**config.mk**
```make
export PLATFORM = sky130hd
export DESIGN_NAME = usb_out_rx_handler
export DESIGN_NICKNAME = d
export VERILOG_FILES = /design/src/rtl/uorx_pkg.sv /design/src/rtl/uorx_token_filter.sv /design/src/rtl/uorx_byte_path.sv /design/src/rtl/uorx_ep_regs.sv /design/src/rtl/usb_out_rx_handler.sv
export SDC_FILE = /design/constraint.sdc
export NUM_CORES = 1
export LEC_CHECK = 0
export ABC_AREA = 1
export BUFFER_PORTS_ARGS = -buffer_cell sky130_fd_sc_hd__buf_4
export CAP_MARGIN = 20
export CORE_UTILIZATION = 43
export CTS_CLUSTER_SIZE = 10
export DETAILED_ROUTE_END_ITERATION = 7
export GPL_TIMING_DRIVEN = 1
export MAX_ROUTING_LAYER = met4
export PLACE_DENSITY = 0.75
export SETUP_SLACK_MARGIN = 0.2
export SLEW_MARGIN = 20
export SYNTH_ARGS = -nofsm -noshare
export SYNTH_HDL_FRONTEND = slang
export SYNTH_SLANG_ARGS = --single-unit
```
**constraint.sdc**
```tcl
create_clock -name clk -period 1.1 [get_ports clk]
set_input_delay 0.165 -clock clk [delete_from_list [all_inputs] [get_ports clk]]
set_output_delay 0.165 -clock clk [all_outputs]
set_load 0.005 [all_outputs]
```
**src/rtl/uorx_pkg.sv**
```systemverilog
package uorx_pkg;
  typedef enum logic [1:0] {
    MODE_SKIP  = 2'd0,
    MODE_STORE = 2'd1,
    MODE_NAK   = 2'd2
  } rx_mode_e;

  typedef enum logic [1:0] {
    ST_IDLE = 2'd0,
    ST_DATA = 2'd1,
    ST_POST = 2'd2
  } rx_state_e;

  localparam logic SEL_PENDING = 1'b0;
  localparam logic SEL_FULL    = 1'b1;
endpackage

```
**src/rtl/uorx_token_filter.sv**
```systemverilog
module uorx_token_filter
  import uorx_pkg::*;
#(
  parameter int NUM_EP = 4,
  parameter int ADDR_W = 7,
  localparam int EPW   = (NUM_EP > 1) ? $clog2(NUM_EP) : 1
) (
  input  logic [ADDR_W-1:0] dev_addr,
  input  logic [ADDR_W-1:0] tok_addr,
  input  logic [3:0]        tok_ep,
  input  logic [NUM_EP-1:0] ep_enable,
  input  logic [NUM_EP-1:0] ep_iso,
  input  logic [NUM_EP-1:0] ep_full,
  output rx_mode_e          mode,
  output logic              iso
);
  logic           addr_ok;
  logic           ep_ok;
  logic [EPW-1:0] idx;

  assign idx = tok_ep[EPW-1:0];

  always_comb begin
    addr_ok = (tok_addr == dev_addr);
    ep_ok   = ({28'd0, tok_ep} < 32'(NUM_EP));
    mode    = MODE_SKIP;
    iso     = 1'b0;
    if (addr_ok && ep_ok && ep_enable[idx]) begin
      iso = ep_iso[idx];
      if (!ep_full[idx])   mode = MODE_STORE;
      else if (!ep_iso[idx]) mode = MODE_NAK;
    end
  end
endmodule

```
**src/rtl/uorx_byte_path.sv**
```systemverilog
module uorx_byte_path #(
  parameter int BUF_BYTES = 64,
  localparam int CNT_W    = $clog2(BUF_BYTES + 1)
) (
  input  logic       clk,
  input  logic       rst_n,
  input  logic       start,
  input  logic       active,
  input  logic       store,
  input  logic       rx_valid,
  output logic       rx_ready,
  input  logic [7:0] rx_data,
  output logic       fifo_wr_valid,
  input  logic       fifo_wr_ready,
  output logic [7:0] fifo_wr_data,
  output logic       overflow
);
  logic [CNT_W-1:0] count_q;
  logic             ovf_q;
  logic             room;
  logic             write_ok;
  logic             take;

  assign room          = (count_q < CNT_W'(BUF_BYTES));
  assign write_ok      = active && store && room && !ovf_q;
  assign fifo_wr_valid = rx_valid && write_ok;
  assign fifo_wr_data  = rx_data;
  assign rx_ready      = active && (!write_ok || fifo_wr_ready);
  assign take          = rx_valid && rx_ready;
  assign overflow      = ovf_q;

  always_ff @(posedge clk) begin
    if (!rst_n) begin
      count_q <= '0;
      ovf_q   <= 1'b0;
    end else if (start) begin
      count_q <= '0;
      ovf_q   <= 1'b0;
    end else if (take && write_ok) begin
      count_q <= count_q + 1'b1;
    end else if (take && active && store && !room) begin
      ovf_q <= 1'b1;
    end
  end

  // once a packet has overflowed it stays overflowed until the next token
  a_r9_overflow_sticky: assert property (@(posedge clk) disable iff (!rst_n)
    (ovf_q && !start) |=> ovf_q);
  // back-pressure on the FIFO side reaches the byte stream while storing
  a_r12_stall_on_fifo: assert property (@(posedge clk) disable iff (!rst_n)
    (fifo_wr_valid && !fifo_wr_ready) |-> !take);
endmodule

```
**src/rtl/uorx_ep_regs.sv**
```systemverilog
module uorx_ep_regs
  import uorx_pkg::*;
#(
  parameter int NUM_EP = 4
) (
  input  logic              clk,
  input  logic              rst_n,
  input  logic [NUM_EP-1:0] set_full,
  input  logic [NUM_EP-1:0] set_pend,
  input  logic              rd_en,
  input  logic              rd_sel,
  input  logic              clr_en,
  input  logic [NUM_EP-1:0] clr_mask,
  output logic [NUM_EP-1:0] full,
  output logic [NUM_EP-1:0] rdata,
  output logic              irq
);
  logic [NUM_EP-1:0] full_q;
  logic [NUM_EP-1:0] pend_q;
  logic [NUM_EP-1:0] full_clr;
  logic [NUM_EP-1:0] pend_clr;

  assign full_clr = clr_en ? clr_mask : '0;
  assign pend_clr = (rd_en && rd_sel == SEL_PENDING) ? '1 : '0;

  always_ff @(posedge clk) begin
    if (!rst_n) begin
      full_q <= '0;
      pend_q <= '0;
      rdata  <= '0;
    end else begin
      full_q <= (full_q & ~full_clr) | set_full;
      pend_q <= (pend_q & ~pend_clr) | set_pend;
      if (rd_en) rdata <= (rd_sel == SEL_FULL) ? full_q : pend_q;
    end
  end

  assign full = full_q;
  assign irq  = |pend_q;

  // a buffer marked full is visible the next cycle
  a_r6_full_sets: assert property (@(posedge clk) disable iff (!rst_n)
    (|set_full) |=> ((full_q & $past(set_full)) == $past(set_full)));
  // reading the interrupt register empties it unless a new bit arrives
  a_r10_read_clears: assert property (@(posedge clk) disable iff (!rst_n)
    (rd_en && rd_sel == SEL_PENDING && set_pend == '0) |=> (pend_q == '0));
endmodule

```
**src/rtl/usb_out_rx_handler.sv**
```systemverilog
module usb_out_rx_handler
  import uorx_pkg::*;
#(
  parameter int NUM_EP    = 4,
  parameter int BUF_BYTES = 64,
  parameter int ADDR_W    = 7,
  localparam int EPW      = (NUM_EP > 1) ? $clog2(NUM_EP) : 1
) (
  input  logic              clk,
  input  logic              rst_n,
  input  logic [ADDR_W-1:0] dev_addr,
  input  logic [NUM_EP-1:0] ep_enable,
  input  logic [NUM_EP-1:0] ep_iso,
  input  logic              tok_valid,
  input  logic [ADDR_W-1:0] tok_addr,
  input  logic [3:0]        tok_ep,
  input  logic              rx_valid,
  output logic              rx_ready,
  input  logic [7:0]        rx_data,
  input  logic              pkt_end,
  input  logic              pkt_good,
  output logic              fifo_wr_valid,
  input  logic              fifo_wr_ready,
  output logic [EPW-1:0]    fifo_wr_ep,
  output logic [7:0]        fifo_wr_data,
  output logic              fifo_commit,
  output logic              fifo_drop,
  output logic              hs_ack,
  output logic              hs_nak,
  input  logic              reg_rd_en,
  input  logic              reg_sel,
  output logic [NUM_EP-1:0] reg_rdata,
  input  logic              reg_clr_en,
  input  logic [NUM_EP-1:0] reg_clr_mask,
  output logic              irq
);
  rx_state_e         state_q;
  rx_mode_e          mode_q;
  rx_mode_e          tok_mode;
  logic              iso_q;
  logic              tok_iso;
  logic [EPW-1:0]    ep_q;
  logic [NUM_EP-1:0] full;
  logic [NUM_EP-1:0] ep_sel;
  logic [NUM_EP-1:0] set_vec;
  logic              tok_fire;
  logic              end_fire;
  logic              overflow;
  logic              good_store;
  logic              hs_ack_q, hs_nak_q, commit_q, drop_q;

  uorx_token_filter #(.NUM_EP(NUM_EP), .ADDR_W(ADDR_W)) u_filter (
    .dev_addr (dev_addr),
    .tok_addr (tok_addr),
    .tok_ep   (tok_ep),
    .ep_enable(ep_enable),
    .ep_iso   (ep_iso),
    .ep_full  (full),
    .mode     (tok_mode),
    .iso      (tok_iso)
  );

  assign tok_fire   = (state_q == ST_IDLE) && tok_valid;
  assign end_fire   = (state_q == ST_DATA) && pkt_end;
  assign good_store = (mode_q == MODE_STORE) && pkt_good && !overflow;

  uorx_byte_path #(.BUF_BYTES(BUF_BYTES)) u_bytes (
    .clk          (clk),
    .rst_n        (rst_n),
    .start        (tok_fire),
    .active       (state_q == ST_DATA),
    .store        (mode_q == MODE_STORE),
    .rx_valid     (rx_valid),
    .rx_ready     (rx_ready),
    .rx_data      (rx_data),
    .fifo_wr_valid(fifo_wr_valid),
    .fifo_wr_ready(fifo_wr_ready),
    .fifo_wr_data (fifo_wr_data),
    .overflow     (overflow)
  );

  always_comb begin
    for (int i = 0; i < NUM_EP; i++) ep_sel[i] = (ep_q == EPW'(i));
  end

  // isochronous: update at the end edge; handshaking: one cycle after ACK
  assign set_vec = ((end_fire && good_store && iso_q) || state_q == ST_POST) ? ep_sel : '0;

  uorx_ep_regs #(.NUM_EP(NUM_EP)) u_regs (
    .clk     (clk),
    .rst_n   (rst_n),
    .set_full(set_vec),
    .set_pend(set_vec),
    .rd_en   (reg_rd_en),
    .rd_sel  (reg_sel),
    .clr_en  (reg_clr_en),
    .clr_mask(reg_clr_mask),
    .full    (full),
    .rdata   (reg_rdata),
    .irq     (irq)
  );

  always_ff @(posedge clk) begin
    if (!rst_n) begin
      state_q  <= ST_IDLE;
      mode_q   <= MODE_SKIP;
      iso_q    <= 1'b0;
      ep_q     <= '0;
      hs_ack_q <= 1'b0;
      hs_nak_q <= 1'b0;
      commit_q <= 1'b0;
      drop_q   <= 1'b0;
    end else begin
      hs_ack_q <= 1'b0;
      hs_nak_q <= 1'b0;
      commit_q <= 1'b0;
      drop_q   <= 1'b0;
      unique case (state_q)
        ST_IDLE: if (tok_valid) begin
          mode_q  <= tok_mode;
          iso_q   <= tok_iso;
          ep_q    <= tok_ep[EPW-1:0];
          state_q <= ST_DATA;
        end
        ST_DATA: if (pkt_end) begin
          hs_ack_q <= good_store && !iso_q;
          hs_nak_q <= (mode_q == MODE_NAK) && pkt_good;
          commit_q <= good_store;
          drop_q   <= (mode_q == MODE_STORE) && !good_store;
          state_q  <= (good_store && !iso_q) ? ST_POST : ST_IDLE;
        end
        ST_POST: state_q <= ST_IDLE;
        default: state_q <= ST_IDLE;
      endcase
    end
  end

  assign hs_ack      = hs_ack_q;
  assign hs_nak      = hs_nak_q;
  assign fifo_commit = commit_q;
  assign fifo_drop   = drop_q;
  assign fifo_wr_ep  = ep_q;

  // at most one handshake kind at a time
  a_r4_one_handshake: assert property (@(posedge clk) disable iff (!rst_n)
    !(hs_ack && hs_nak));
  // FIFO writes only in a storing data phase
  a_r3_write_when_storing: assert property (@(posedge clk) disable iff (!rst_n)
    fifo_wr_valid |-> (state_q == ST_DATA && mode_q == MODE_STORE));
  // isochronous transactions never acknowledge
  a_r5_iso_no_ack: assert property (@(posedge clk) disable iff (!rst_n)
    hs_ack |-> !iso_q);
  // a dropped packet is never answered
  a_r8_drop_silent: assert property (@(posedge clk) disable iff (!rst_n)
    fifo_drop |-> (!hs_ack && !hs_nak && !fifo_commit));
  // the status update follows the ACK by one cycle
  a_r6_post_after_ack: assert property (@(posedge clk) disable iff (!rst_n)
    hs_ack |-> (state_q == ST_POST));
  // no byte is taken outside a data phase
  a_r12_idle_not_ready: assert property (@(posedge clk) disable iff (!rst_n)
    (state_q != ST_DATA) |-> !rx_ready);
endmodule

```
==> out/metrics.csv, run 1 <==
stage,metric,value,unit
sta,Period minus WS final,1.44,ns
logic_synthesis,total nets after synthesis,313,
placed_design,number of I/O port buffers,52,
grt,largest net degree at the start of global routing,11,
logic_synthesis,ys flop type,sky130_fd_sc_hd__dfxtp_1,
routing,M1 WL,1.89,mm
setup_path,data required time of the critical path,0.94,ns
worst_hold_path,number of stages on the worst hold path,2,
clock_network,Clock Tree Buf Depth,2,
setup_path,Worst EP arrival,1.28,ns
logic_synthesis,Yosys reg bits,31,
floorplanning,Die W,65.3,µm
routing,met2 WL post-DR,2.45,mm
clock_network,post-CTS clock slew at the launch and capture registers of the worst setup and hold paths,0.07,ns
logic_synthesis,Mean Syn Cell Area,6.52,µm²
sta,RSZ-0062 raised after global routing,yes,
setup_path,depth of the worst register-to-register path,9,
power,total leakage power,1.35,nW
final_layout,fraction of layout cells with a size suffix above 1,0.472,
grt,global-route wire length before repair,7.66,mm
placed_design,Detailed Place HPWL,2.93,mm
worst_hold_path,worst hold path class,input pin to register,
clock_network,clock latency reported for the late side of the worst-skew pair,0.30,ns
worst_hold_path,endpoint with the worst hold slack,state_q[0],
routing,Initial DRC Count,83,
logic_synthesis,Synth Warn #,0,
setup_path,worst r2r dst,u_bytes.count_q[2],
setup_path,launch point of the worst reg-to-reg path,mode_q[0],
power,maximum VDD drop,1.17,mV
power,combinational cell fraction of total power,0.149,
power,Reg power frac,0.420,
logic_synthesis,dominant cell type by area after synthesis,sky130_fd_sc_hd__dfxtp_1,
final_layout,fill cell instance count of the final layout,304,
worst_hold_path,Worst Hold Launch,pkt_end,
clock_network,TritonCTS clock tree,done,
status,violated checks,negative setup slack,
clock_network,number of hold buffers added after cts,0,
logic_synthesis,Synth top area share,0.361,
logic_synthesis,Gate Count Post-Synth,264,
routing,routed wire length per instance,12.1,µm
routing,DRC Markers,0,
logic_synthesis,cell types with the largest area share after synthesis,"sky130_fd_sc_hd__dfxtp_1, sky130_fd_sc_hd__nand2_1, sky130_fd_sc_hd__inv_1, sky130_fd_sc_hd__nand3_1, sky130_fd_sc_hd__a21oi_1",
logic_synthesis,async set or reset register ratio after synthesis,0,
final_layout,nets,387,
setup_path,type of element launching the critical path,register,
floorplanning,die height,65.3,µm
routing,met3 WL,222,µm
job,max-cap violations,0,
grt,global route total overflow,0,
floorplanning,full die area,0.00426,mm²
grt,number of global-route vias before repair,1871,
sta,Final Max Slew Viols,0,
final_layout,area growth from synthesis to final layout,58.5,%
logic_synthesis,"EDFF count, synth",0,
setup_path,largest fanout of any net on the critical path,2,
sta,Final period util,1.31,
power,internal power,2.08,mW
status,result of the run,finished with violations,
sta,Setup Viol. Count Final,21,
power,Switching Fraction,0.242,
logic_synthesis,number of unique standard cell types used by synthesis,29,
power,Clk network pwr share,0.431,
sta,Worst Slack Setup Final,-0.340,ns
clock_network,Inserted Clock Buffers,5,
clock_network,clock root buffer,sky130_fd_sc_hd__clkbuf_8,
final_layout,antenna cells,0,
sta,Final TNS setup,-2.70,ns
clock_network,number of sinks on the clock net,31,
floorplanning,IO Pins,69,
floorplanning,number of standard-cell rows in the floorplan,22,
setup_path,nature of the critical path endpoint,primary output,
final_layout,post-route non-filler standard cell count,387,
routing,Avg Vias per Cell,4.76,
sta,Final Hold Vio Count,0,
logic_synthesis,most numerous cell in the Yosys netlist,sky130_fd_sc_hd__nand2_1,
clock_network,H-tree levels,2,
sta,Worst Max-Slew Pin Slew,0.314,ns
sta,maximum clock frequency,0.694,GHz
logic_synthesis,top cells by instance count after synthesis,"sky130_fd_sc_hd__nand2_1, sky130_fd_sc_hd__inv_1, sky130_fd_sc_hd__dfxtp_1",
routing,DRT antenna net count,0,
placed_design,RD Place Congestion,0.836,
sta,smallest hold slack,0.0754,ns
floorplanning,effective utilization at floorplan,0.460,
routing,via count,1843,
setup_path,"setup slack, reg-to-reg",-0.19,ns
grt,GRT Util Overall,0.245,
routing,wire length after detailed routing,4.69,mm
grt,number of antenna violations at the first check in global routing,0,
sta,Slew Limit Headroom,0.791,
floorplanning,area inside the core boundary,0.00374,mm²
logic_synthesis,sequential area share after synthesis,0.361,
routing,number of detailed-routing iterations run before antenna repair,4,
placed_design,Worst Setup Slack post-DPL,0.00107,ns
setup_path,critical path type,register to primary output,
routing,Highest Signal Layer,met4,
placed_design,# placed instances,361,
sta,worst clock skew,0.00379,ns
power,Power Dens Cells,1000,mW/mm²
power,switching power of the nets,0.662,mW
logic_synthesis,Synth Cell Area,0.00172,mm²
-- state kept, by name, indices dropped and copies added (netlist names) --
name              flops
u_bytes.count_q       7
u_regs.rdata          4
iso_q                 1
hs_nak                1
u_regs.full           4
fifo_wr_ep            2
fifo_drop             1
hs_ack                1
u_regs.pend_q         4
u_bytes.overflow      1
fifo_commit           1
state_q               2
mode_q                2
-- timing repair --
| item | CTS | global route |
|---|---|---|
| endpoints found under the setup margin | 36 | 37 |
| resized for setup | 60 | 24 |
| pin swaps | 17 | 14 |
| setup buffers | 14 | 4 |
| endpoints found under the hold margin | 0 | 0 |
-- power groups by stage --
stage | logic [mW] | clock network, mW | registers (mW)
after floorplan | 0.184 | 0 | 1.18
after detailed placement | 0.325 | 0 | 1.18
after global routing | 0.453 | 1.24 | 1.15
final | 0.409 | 1.18 | 1.15
after CTS | 0.379 | 1.20 | 1.15
after global placement | 0.321 | 0 | 1.18
-- worst max-delay path, stage by stage (launching register included) --
cell and delay, ns:
sky130_fd_sc_hd__dfxtp_2 0.32, sky130_fd_sc_hd__or4_4 0.53, sky130_fd_sc_hd__buf_6 0.13
-- logic make-up after synthesis --
group,after synthesis,share of synthesized area
DFF,31,0.361
xor gates and xnor gates,3,0.0153
and+or+nand+nor,148,0.391
buffers and inverters,58,0.151
AOI/OAI and AO/OA,23,0.0756
adders and majority gates,1,0.00727
-- placed cells by master (no fill, tap or decap), types with 4 or more instances in the layout --
master and count:
sky130_fd_sc_hd__nand2_1 82, sky130_fd_sc_hd__buf_4 62, sky130_fd_sc_hd__inv_1 35, sky130_fd_sc_hd__dfxtp_1 17, sky130_fd_sc_hd__buf_6 16, sky130_fd_sc_hd__nor2_1 15, sky130_fd_sc_hd__nand3_1 15, sky130_fd_sc_hd__a21oi_2 12
sky130_fd_sc_hd__inv_2 10, sky130_fd_sc_hd__nand2_4 10, sky130_fd_sc_hd__dfxtp_2 10, sky130_fd_sc_hd__nor2_4 9, sky130_fd_sc_hd__clkbuf_8 6, sky130_fd_sc_hd__nand2_2 4, sky130_fd_sc_hd__o211ai_1 4, sky130_fd_sc_hd__dfxtp_4 4
-- through the flow --
stage          area [µm²]   util  power (mW)
2_1_floorplan        1740      -        1.36
3_3_place_gp         2170  0.580        1.50
3_5_place_dp         2170  0.580        1.50
4_1_cts              2600  0.696        2.73
5_1_grt              2730  0.729        2.84
6_report             2730  0.729        2.74
-- how the worst max path moves through the flow --
stage	startpoint	end	cells after the start
2_1_floorplan	state_q[1]	u_bytes.count_q[2]	8
3_3_place_gp	u_regs.pend_q[1]	irq	2
3_5_place_dp	u_regs.pend_q[1]	irq	2
4_1_cts	u_regs.pend_q[1]	irq	2
5_1_grt	u_regs.pend_q[1]	irq	2
6_report	u_regs.pend_q[1]	irq	2
-- metal layers --
layer / track usage / vias to the layer above
li1: - / 952
met1: 0.245 / 841
met2: 0.424 / 37
met3: 0.0833 / 13
met4: 0.122 / 0
met5: - / -
-- final cells by class --
class	instances	area, µm²	area share
clock buffers	6	82.6	0.0303
repair buffers	78	646	0.237
inverters	47	184	0.0674
clock inverters	2	35.0	0.0128
flip-flops and latches	31	648	0.238
well taps	48	60.1	0.0220
multi-input cells	175	1070	0.393
No activity file was read; power rests on OpenSTA's default activity.
==> run 2: changes to the inputs <==
Settings changed: CORE_UTILIZATION 43 to 45, SLEW_MARGIN 20 to not set.
Clock period 1.1 ns to 1.7 ns, I/O delays scaled along.
==> out/metrics.csv, run 2 (synthesis results as in run 1) <==
stage,metric,value,unit,change
sta,Slew Limit Headroom,0.801,,+0.0108
clock_network,clock root buffer,sky130_fd_sc_hd__clkbuf_8,,
setup_path,"setup slack, reg-to-reg",0.54,ns,+0.73 ns
floorplanning,Die W,63.8,µm,-2.2%
sta,maximum clock frequency,0.664,GHz,
final_layout,antenna cells,0,,unchanged
setup_path,crit-path leading delay family,simple AND/OR/NAND/NOR gates,,
setup_path,count of buffer and inverter cells on the critical path,1,,unchanged
final_layout,fraction of layout cells with a size suffix above 1,0.268,,-0.204
power,Power Dens Cells,693,mW/mm²,-31%
clock_network,TritonCTS clock tree,done,,
sta,Final Hold Vio Count,0,,unchanged
floorplanning,effective utilization at floorplan,0.470,,+0.0104
final_layout,fill cell instance count of the final layout,351,,+15%
setup_path,critical path type,register to primary output,,
routing,via count,1642,,-11%
final_layout,"most common cell after layout, fill and taps aside",sky130_fd_sc_hd__nand2_1,,
placed_design,Detailed Place HPWL,2.76,mm,-5.9%
worst_hold_path,endpoint with the worst hold slack,state_q[0],,
worst_hold_path,number of stages on the worst hold path,2,,unchanged
sta,Final period util,0.886,,
grt,number of antenna violations at the first check in global routing,0,,unchanged
routing,wire length after detailed routing,3.42,mm,-27%
clock_network,H-tree levels,2,,unchanged
floorplanning,die height,63.8,µm,-2.2%
placed_design,RD Place Congestion,0.838,,+0.16%
setup_path,depth of the worst register-to-register path,7,,-2
routing,DRT antenna net count,0,,unchanged
setup_path,"Largest stage delay, worst path",0.51,ns,-0.02 ns
clock_network,Clock Tree Buf Depth,2,,unchanged
setup_path,CP max-delay cell,sky130_fd_sc_hd__or4_1,,
floorplanning,full die area,0.00407,mm²,-4.3%
sta,RSZ-0062 raised after global routing,yes,,
sta,Period minus WS final,1.51,ns,
clock_network,clock latency reported for the late side of the worst-skew pair,0.28,ns,-0.02 ns
sta,worst clock skew,0.00694,ns,+0.00315 ns
power,maximum VDD drop,0.654,mV,-44%
job,max-cap violations,0,,unchanged
grt,largest net degree at the start of global routing,11,,unchanged
power,total leakage power,1.10,nW,-18%
setup_path,ordered cell list for the critical path,or4_1 -> buf_4,,
routing,Avg Vias per Cell,4.55,,-4.5%
floorplanning,IO Pins,69,,unchanged
routing,DRC Markers,0,,unchanged
worst_hold_path,worst hold path class,input pin to register,,
setup_path,type of element launching the critical path,register,,
grt,global-route wire length before repair,6.07,mm,-21%
final_layout,post-route non-filler standard cell count,361,,-6.7%
routing,Initial DRC Count,52,,-37%
setup_path,largest fanout of any net on the critical path,2,,unchanged
setup_path,launch point of the worst reg-to-reg path,state_q[1],,
final_layout,nets,362,,-6.5%
clock_network,post-CTS clock slew at the launch and capture registers of the worst setup and hold paths,0.06,ns,about the same
final_layout,register with the highest flop count,u_bytes.count_q,,
worst_hold_path,Worst Hold Launch,pkt_end,,
placed_design,number of I/O port buffers,52,,unchanged
grt,number of global-route vias before repair,1500,,-20%
setup_path,data required time of the critical path,1.44,ns,+0.50 ns
setup_path,worst r2r dst,u_regs.pend_q[2],,
setup_path,critical path startpoint,u_regs.pend_q[2],,
routing,routed wire length per instance,9.48,µm,-22%
clock_network,number of hold buffers added after cts,0,,unchanged
grt,GRT Util Overall,0.193,,-0.0517
floorplanning,area inside the core boundary,0.00366,mm²,-2.2%
sta,Final Max Slew Viols,0,,unchanged
sta,Worst Max-Slew Pin Slew,0.295,ns,-0.0186 ns
power,post-layout total power,1.52,mW,-45%
sta,Setup Viol. Count Final,0,,-100%
sta,smallest hold slack,0.186,ns,+0.111 ns
placed_design,placed standard-cell area,0.00209,mm²,-3.8%
floorplanning,number of standard-cell rows in the floorplan,22,,unchanged
clock_network,number of sinks on the clock net,31,,unchanged
status,result of the run,"complete, no violations",,
sta,Final TNS setup,0,ns,+2.70 ns
setup_path,Worst EP arrival,1.25,ns,-0.03 ns
routing,number of detailed-routing iterations run before antenna repair,4,,unchanged
final_layout,"leading cell types in the layout, fill and taps excluded","sky130_fd_sc_hd__nand2_1, sky130_fd_sc_hd__buf_4, sky130_fd_sc_hd__inv_1",,
placed_design,# placed instances,353,,-2.2%
final_layout,Largest register FFs,7,,unchanged
grt,global route total overflow,0,,unchanged
final_layout,area growth from synthesis to final layout,27.3,%,
setup_path,nature of the critical path endpoint,primary output,,
final_layout,"final std cell area, no fill",0.00219,mm²,-20%
clock_network,Inserted Clock Buffers,5,,unchanged
==> run 2: routing by layer <==
metal  routed length [µm]  vias to the layer above  track usage
li1                     -                      898            -
met1                 1570                      700        0.214
met2                 1630                       36        0.332
met3                  170                        8       0.0464
met4                   53                        0       0.0767
met5                    0                        -            -
==> run 2: repair_timing <==
item	4_1_cts	5_1_grt
buffers inserted	1	0
setup endpoints to repair	1	3
endpoints found under the hold margin	0	0
resized for setup	2	3
pin swaps	1	0
==> run 2: worst max path at each step <==
stage / slack (ns) / to / cells after the start
after global placement: 0.48 / irq / 2
after detailed placement: 0.50 / irq / 2
final: 0.19 / irq / 2
after global routing: 0.16 / irq / 2
after floorplan: 0.62 / irq / 1
after CTS: 0.19 / irq / 2
==> run 2: where the power goes <==
group | leakage (nW) | internal, mW | switching [mW]
Clock | 0.0470 | 0.317 | 0.253
Sequential | 0.253 | 0.736 | 0.00881
Combinational | 0.804 | 0.106 | 0.0966
Total | 1.10 | 1.16 | 0.358
==> run 2: per-stage QoR <==
step           utilization  worst slack [ns]
6_report             0.598             0.195
5_1_grt              0.598             0.159
4_1_cts              0.597             0.187
3_5_place_dp         0.570             0.496
3_3_place_gp         0.570             0.485
2_1_floorplan            -             0.625
==> run 2: cell type report <==
type | instances | area [µm²] | area share
flip-flops and latches | 31 | 627 | 0.286
clock inverters | 1 | 5.00 | 0.00229
well taps | 48 | 60.1 | 0.0274
multi-input cells | 175 | 841 | 0.384
repair buffers | 53 | 398 | 0.182
clock buffers | 6 | 82.6 | 0.0377
inverters | 47 | 176 | 0.0806
